$ cat src/rtl/dma_chan_pkg.sv
package dma_chan_pkg;
    typedef enum logic {
        CH_MASKED = 1'b0,
        CH_RUN    = 1'b1
    } ch_state_e;
endpackage

$ cat src/rtl/dma_addr_unit.sv
module dma_addr_unit #(
    parameter int ADDR_W = 16
) (
    input  logic              clk,
    input  logic              rst_n,
    input  logic              load,
    input  logic [ADDR_W-1:0] base_in,
    input  logic              step,
    input  logic              reload,
    input  logic              dir_down,
    output logic [ADDR_W-1:0] addr
);
    logic [ADDR_W-1:0] base_q;
    logic [ADDR_W-1:0] addr_q;

    always_ff @(posedge clk or negedge rst_n) begin
        if (!rst_n) begin
            base_q <= '0;
            addr_q <= '0;
        end else if (load) begin
            base_q <= base_in;
            addr_q <= base_in;
        end else if (reload) begin
            addr_q <= base_q;
        end else if (step) begin
            addr_q <= dir_down ? addr_q - ADDR_W'(1) : addr_q + ADDR_W'(1);
        end
    end

    assign addr = addr_q;

    // an upward step adds exactly one, with modulo wrap
    p_addr_up_r3: assert property (@(posedge clk) disable iff (!rst_n)
        (step && !load && !reload && !dir_down) |=> addr == $past(addr) + ADDR_W'(1));
    // a downward step subtracts exactly one
    p_addr_down_r3: assert property (@(posedge clk) disable iff (!rst_n)
        (step && !load && !reload && dir_down) |=> addr == $past(addr) - ADDR_W'(1));
endmodule

$ cat src/rtl/dma_count_unit.sv
module dma_count_unit #(
    parameter int CNT_W = 16
) (
    input  logic             clk,
    input  logic             rst_n,
    input  logic             load,
    input  logic [CNT_W-1:0] base_in,
    input  logic             step,
    input  logic             reload,
    output logic [CNT_W-1:0] count,
    output logic             at_zero
);
    logic [CNT_W-1:0] base_q;
    logic [CNT_W-1:0] cnt_q;

    always_ff @(posedge clk or negedge rst_n) begin
        if (!rst_n) begin
            base_q <= '0;
            cnt_q  <= '0;
        end else if (load) begin
            base_q <= base_in;
            cnt_q  <= base_in;
        end else if (reload) begin
            cnt_q <= base_q;
        end else if (step) begin
            cnt_q <= cnt_q - CNT_W'(1);
        end
    end

    assign count   = cnt_q;
    assign at_zero = (cnt_q == '0);

    // each accepted step takes one off the count
    p_count_step_r4: assert property (@(posedge clk) disable iff (!rst_n)
        (step && !load && !reload) |=> count == $past(count) - CNT_W'(1));
    // a reload restores the value last loaded
    p_count_reload_r7: assert property (@(posedge clk) disable iff (!rst_n)
        (reload && !load) |=> count == $past(base_q));
endmodule

$ cat src/rtl/dma_chan_engine.sv
module dma_chan_engine
    import dma_chan_pkg::*;
#(
    parameter int ADDR_W = 16,
    parameter int PAGE_W = 8,
    localparam int PHYS_W = PAGE_W + ADDR_W
) (
    input  logic              clk,
    input  logic              rst_n,
    input  logic              load,
    input  logic [ADDR_W-1:0] base_addr,
    input  logic [ADDR_W-1:0] base_count,
    input  logic [PAGE_W-1:0] page,
    input  logic              word_mode,
    input  logic              dir_down,
    input  logic              auto_init,
    input  logic              arm,
    input  logic              xfer,
    output logic [ADDR_W-1:0] cur_addr,
    output logic [ADDR_W-1:0] cur_count,
    output logic [PHYS_W-1:0] phys_addr,
    output logic              tc,
    output logic              masked
);
    ch_state_e state_q, state_d;
    logic go, at_zero, reload, tc_q;

    assign go     = (state_q == CH_RUN) && xfer && !load;
    assign reload = go && at_zero && auto_init;

    dma_addr_unit #(.ADDR_W(ADDR_W)) u_addr (
        .clk(clk), .rst_n(rst_n), .load(load), .base_in(base_addr),
        .step(go), .reload(reload), .dir_down(dir_down), .addr(cur_addr)
    );

    dma_count_unit #(.CNT_W(ADDR_W)) u_count (
        .clk(clk), .rst_n(rst_n), .load(load), .base_in(base_count),
        .step(go), .reload(reload), .count(cur_count), .at_zero(at_zero)
    );

    // State register
    always_ff @(posedge clk or negedge rst_n) begin
        if (!rst_n) begin
            state_q <= CH_MASKED;
            tc_q    <= 1'b0;
        end else begin
            state_q <= state_d;
            tc_q    <= go && at_zero;
        end
    end

    // Next state: ARM, FINISH, RELOAD (stay)
    always_comb begin
        state_d = state_q;
        unique case (state_q)
            CH_MASKED: if (arm) state_d = CH_RUN;
            CH_RUN:    if (go && at_zero && !auto_init) state_d = CH_MASKED;
            default:   state_d = CH_MASKED;
        endcase
    end

    // Outputs
    always_comb begin
        masked = (state_q == CH_MASKED);
        tc     = tc_q;
        if (word_mode) phys_addr = {page[PAGE_W-1:1], cur_addr, 1'b0};
        else           phys_addr = {page, cur_addr};
    end

    // terminal count without auto-initialize masks the channel
    p_finish_masks_r6: assert property (@(posedge clk) disable iff (!rst_n)
        (go && at_zero && !auto_init) |=> (masked && tc));
    // terminal count with auto-initialize keeps the channel running
    p_reload_runs_r7: assert property (@(posedge clk) disable iff (!rst_n)
        (go && at_zero && auto_init) |=> (!masked && tc));
    // a masked channel without load holds its address and count
    p_masked_hold_r8: assert property (@(posedge clk) disable iff (!rst_n)
        (masked && !load) |=> ($stable(cur_addr) && $stable(cur_count) && !tc));
    // terminal count only follows a strobe taken at zero
    p_tc_cause_r5: assert property (@(posedge clk) disable iff (!rst_n)
        (!(go && at_zero)) |=> !tc);
endmodule

$ cat config.mk
export PLATFORM = sky130hd
export DESIGN_NAME = dma_chan_engine
export DESIGN_NICKNAME = d
export VERILOG_FILES = /design/src/rtl/dma_chan_pkg.sv /design/src/rtl/dma_addr_unit.sv /design/src/rtl/dma_count_unit.sv /design/src/rtl/dma_chan_engine.sv
export SDC_FILE = /design/constraint.sdc
export NUM_CORES = 1
export LEC_CHECK = 0
export BUFFER_PORTS_ARGS = -buffer_cell sky130_fd_sc_hd__buf_2
export CELL_PAD_IN_SITES_DETAIL_PLACEMENT = 1
export CELL_PAD_IN_SITES_GLOBAL_PLACEMENT = 1
export CORE_MARGIN = 2
export CORE_UTILIZATION = 30
export DETAILED_ROUTE_END_ITERATION = 8
export GPL_TIMING_DRIVEN = 0
export PLACE_DENSITY_LB_ADDON = 0.1
export SYNTH_ARGS = -nofsm -noshare
export SYNTH_HDL_FRONTEND = slang
export SYNTH_SLANG_ARGS = --single-unit
export TNS_END_PERCENT = 100
$ cat constraint.sdc
create_clock -name clk -period 3.1 [get_ports clk]
set_input_delay 0.62 -clock clk [delete_from_list [all_inputs] [get_ports clk]]
set_output_delay 0.62 -clock clk [all_outputs]
set_load 0.01 [all_outputs]
# Yosys cells after proc, flatten, opt, wreduce, memory -nomap -nowiden
# Index checks and enable logic that the tools add are counted.
# Widths: inputs -> output; s select.
[totals]
ff_bits = 66
inputBits = 48
wordCells = 30
[classes]
add_sub_neg = 3
n_mux = 11
n_bitwise = 1
reduce_logical = 9
[op_table]
columns = ["op", "n"]
rows = [
  ["$mux 16", 7],
  ["$sub 16x1->16 const B", 2],
  ["$mux 17", 1],
  ["$add 16x1->16 const B", 1],
  ["$logic_not 16->1", 1],
  ["$logic_and 1x1->1", 5],
  ["$reduce_bool 3->1", 1],
  ["$logic_not 1->1", 2],
  ["$mux 1", 2],
  ["$pmux 1 s2", 1],
  ["$not 1->1", 1],
]

# Depth between registers and ports, before layout
[logic_depth]
depth_word = 6
depth_mapped = 10
mapped_depth_nobuf = 8

# Cells and area by module
# Synthesis repeated with hierarchy kept, for this count alone.
[hier_totals]
cells_unflattened = 506
hier_area_um2 = 4535.6
[by_module_without_submodules]
columns = ["mod", "instances", "cells_each", "area_each_um2", "seq_area_each_um2"]
rows = [
  ["dma_addr_unit", 1, 277, 2298.5, 800.8],
  ["dma_count_unit", 1, 193, 1840.5, 800.8],
  ["dma_chan_engine", 1, 36, 396.6, 50.0],
]

# Worst setup path before layout
# No wires, ideal clock.
[synth_path]
kind = "input to register"
from = "input dir_down"
to = "register u_addr.addr_q[12] (netlist: u_addr.addr[12])"
setup_time_ps = 144
arrival_ps = 2284
path_slack_ps = 672
cell_stages = 7
cell_sequence = "fa_1 -> a211oi_1 -> o21bai_1 -> a22o_1 -> o31ai_1 -> xor2_1 -> o221ai_1"
[synth_between]
elab_chain_len = 4
[synth_lines]
columns = ["item", "line_no", "rtl"]
rows = [
  ["start: declaration", "dma_chan_engine.sv:15", "input logic dir_down,"],
  ["$mux 16", "dma_addr_unit.sv:26", "addr_q <= dir_down ? addr_q - ADDR_W'(1) : addr_q + ADDR_W'(1);"],
  ["$mux 16", "dma_addr_unit.sv:25", "end else if (step) begin"],
  ["$mux 16", "dma_addr_unit.sv:23", "end else if (reload) begin"],
  ["$mux 16", "dma_addr_unit.sv:20", "end else if (load) begin"],
  ["end signal: assignment", "dma_addr_unit.sv:22", "addr_q <= base_in;"],
  ["end signal: assignment", "dma_addr_unit.sv:24", "addr_q <= base_q;"],
  ["end signal: assignment", "dma_addr_unit.sv:26", ""],
  ["end: declaration", "dma_addr_unit.sv:14", "logic [ADDR_W-1:0] addr_q;"],
]
# Every way passes these cells. The select of a mux whose other input is x is not followed.
# A chain may end at the register's enable or synchronous reset.

# Worst setup path in the final report
# Same ends and word-level chain as after synthesis.

==> key figures <==
Placement
  – Dpl cell area: 4940 sq um
  – PortBufs: 97
  – Dpl cells: 736
  – HPWL Detailed: 10400 microns
  – Routability cong.: 0.868

STA
  – Final Setup Violations: 0
  – Total negative slack: 0 ns
  – Fmax: 361 MHz
  – Final hold violations: 0
  – Setup Skew: 0.00562 ns
  – RSZ-0062 raised after global routing: false
  – Slew Viols, Final: 0
  – Final Critical Period: 2.77 ns
  – Slew HR: 45.6%
  – Crit share post-route: 89.2%
  – Slew at the pin closest to its max-slew limit: 0.816 ns

Layout
  – Area occupied by multi-input gates: 2260 sq um
  – Register area: 1650 sq um
  – Post-layout util: 38.0%
  – Final instance area: 5230 sq um
  – Filler instances: 1670
  – Final nets: 632
  – # diodes: 0
  – Non-Filler Instances: 752
  – Area grow syn2layout: 24.5%
  – Layout cells sized above 1: 28.8%

Clock tree
  – PostCTS Resize Cnt: 0
  – Worst skew pair latency: 0.34 ns
  – Hold buffers post-CTS: 0
  – CTS buffer count: 9
  – CTS tree: done
  – H-tree Lvls: 3
  – Post-CTS Setup Inserts: 0
  – Clk sink count: 66
  – Worst-path clk slew: 0.06 ns
  – Maximum root-to-sink buffer count: 2
  – Root Buffer: clkbuf_16

GRT
  – Initial antenna violation count: 0
  – Global-route wire length before repair: 23100 microns
  – Total grt overflow: 0
  – GRT Util Overall: 20.6%
  – Vias in the first global route: 4158
  – Largest net degree at the start of global routing: 67

Worst setup path
  – Crit path launch: dir_down
  – Crit path buf inv count: 1
  – Crit-path max FO: 16
  – Slowest stage delay, CP: 0.53 ns
  – Worst path arrival time: 2.96 ns
  – Crit end category: register
  – Critical path class: in -> reg
  – Crit path required time: 3.29 ns
  – Reg2reg start: u_addr.addr[0]
  – Worst path cell trace: buf_2, fa_1, a211oi_1, o21bai_1, a22o_1, o31ai_1, xor2_1, o221ai_1
  – FF-to-FF path depth: 7
  – Crit-path leading delay family: compound AO/OA/AOI/OAI gates
  – CP startpoint kind: input port
  – Crit path max-delay cell type: fa_1
  – Internal reg-to-reg setup slack: 0.41 ns
  – R2r endpoint: u_addr.addr[12]

Routing
  – Remaining DRCs: 0
  – Avg Vias per Cell: 5.16
  – 1st-pass router iterations: 4
  – Vias: 3879
  – DRT iter0 DRCs: 218
  – Post-Route WL: 14400 microns
  – Routed Antenna Nets: 0
  – WL/cell: 19.2 microns

Synthesis
  – Share of the synthesized area in the top cell type: 39.3%
  – Post-synth top cells: dfrtp_1 (66), o21ai_0 (49), nand2_1 (46), nor2_1 (35), inv_1 (31)
  – Syn avg cell area: 9.18 sq um
  – Synth Net Count: 523
  – Register area share after synthesis: 39.3%
  – Yosys warns: 0
  – Top cells by area, synth: dfrtp_1 (39%), mux2_2 (8.0%), o21ai_0 (5.8%)
  – Flop and latch count out of synthesis: 66
  – Synthesized area: 4200 sq um
  – Synth unique cells: 63
  – Count leader, synth: dfrtp_1
  – Largest area contributor in the netlist: dfrtp_1
  – Number of synthesized flops with an enable pin: 0
  – Post-Syn Instances: 458
  – Post-synth top flop: dfrtp_1
  – FFs w/ async S/R, synth: 100%

Floorplanning
  – Ports: 106
  – Core area: 13800 sq um
  – Die height: 122 microns
  – Die footprint: 15000 sq um
  – Initial Utilization: 30.5%
  – Site Rows: 43
  – DIE WIDTH: 122 microns

Power
  – Pwr dens: 566 nW/um^2
  – VDD IR max: 0.256 mV
  – Leak: 2.35 nW
  – Power, Total: 0.00296 W

Status
  – Status: finished, final reports clean

Min path
  – Worst Hold Class: in -> async

Job
  – MaxCap Viol Count: 0
[per-stage QoR]
stage	setup WS (ns)	hold WS, ns
2_1_floorplan	0.672	0.324
3_3_place_gp	0.0592	0.492
3_5_place_dp	0.00562	0.491
4_1_cts	0.363	0.293
5_1_grt	0.297	0.309
6_report	0.333	0.278
[worst max path at each step]
stage | endpoint | cells past startpoint
floorplan | u_addr.addr[12] | 7
CTS | u_addr.addr[12] | 8
finish | u_addr.addr[12] | 8
global placement | u_addr.addr[12] | 8
detailed placement | u_addr.addr[12] | 8
global route | u_addr.addr[12] | 8
[layout by cell type (no fill, tap or decap), drive strengths merged, types with 3 or more instances in the layout]
cell and n:
o21a 3, o21ai 51, a22oi 14, nand2 47, o31ai 10, nor4 4, xor2 6, a211oi 7
nor3 7, ha 16, nand4 3, dfrtp 66, inv 31, o221ai 10, buf 113, and2 3
clkbuf 29, nor2 35, xnor2 9, nor2b 4, mux2i 5, mux2 30, a21oi 20, nand3 7
o211ai 3
[power breakdown]
group          internal (W)  switching [W]
combinational      0.000378       0.000480
sequential         0.000958       0.000126
clock              0.000620       0.000398
[cell type report]
class	instances	share of cell area, %
well taps	180	4.30
plain buffers	33	3.37
clock inverters	5	1.05
multi-input cells	328	43.2
clock buffers	11	4.45
repair buffers	98	9.85
flip-flops and latches	66	31.6
inverters	31	2.22
[routing by layer]
layer | global-route usage (%) | vias up | wire [microns]
met3 | 5.02 | 23 | 586
met5 | 0 | - | 0
li1 | - | 1865 | -
met1 | 25.7 | 1911 | 6250
met4 | 5.32 | 0 | 252
met2 | 35.5 | 80 | 7330
[sequential cells by signal, indices dropped and copies added, names as in the netlist]
name / count
u_addr.base_q: 16
state_q: 1
u_count.count: 16
u_count.base_q: 16
tc: 1
u_addr.addr: 16
[logic make-up after synthesis]
logic type      synth area share [%]
fa+ha+maj                       5.24
buf+inv                         6.96
xor+xnor                        3.13
compound gates                  22.1
mux                             9.23
flops                           39.3
simple gates                    14.1
Power figures use the tool's default switching activity.
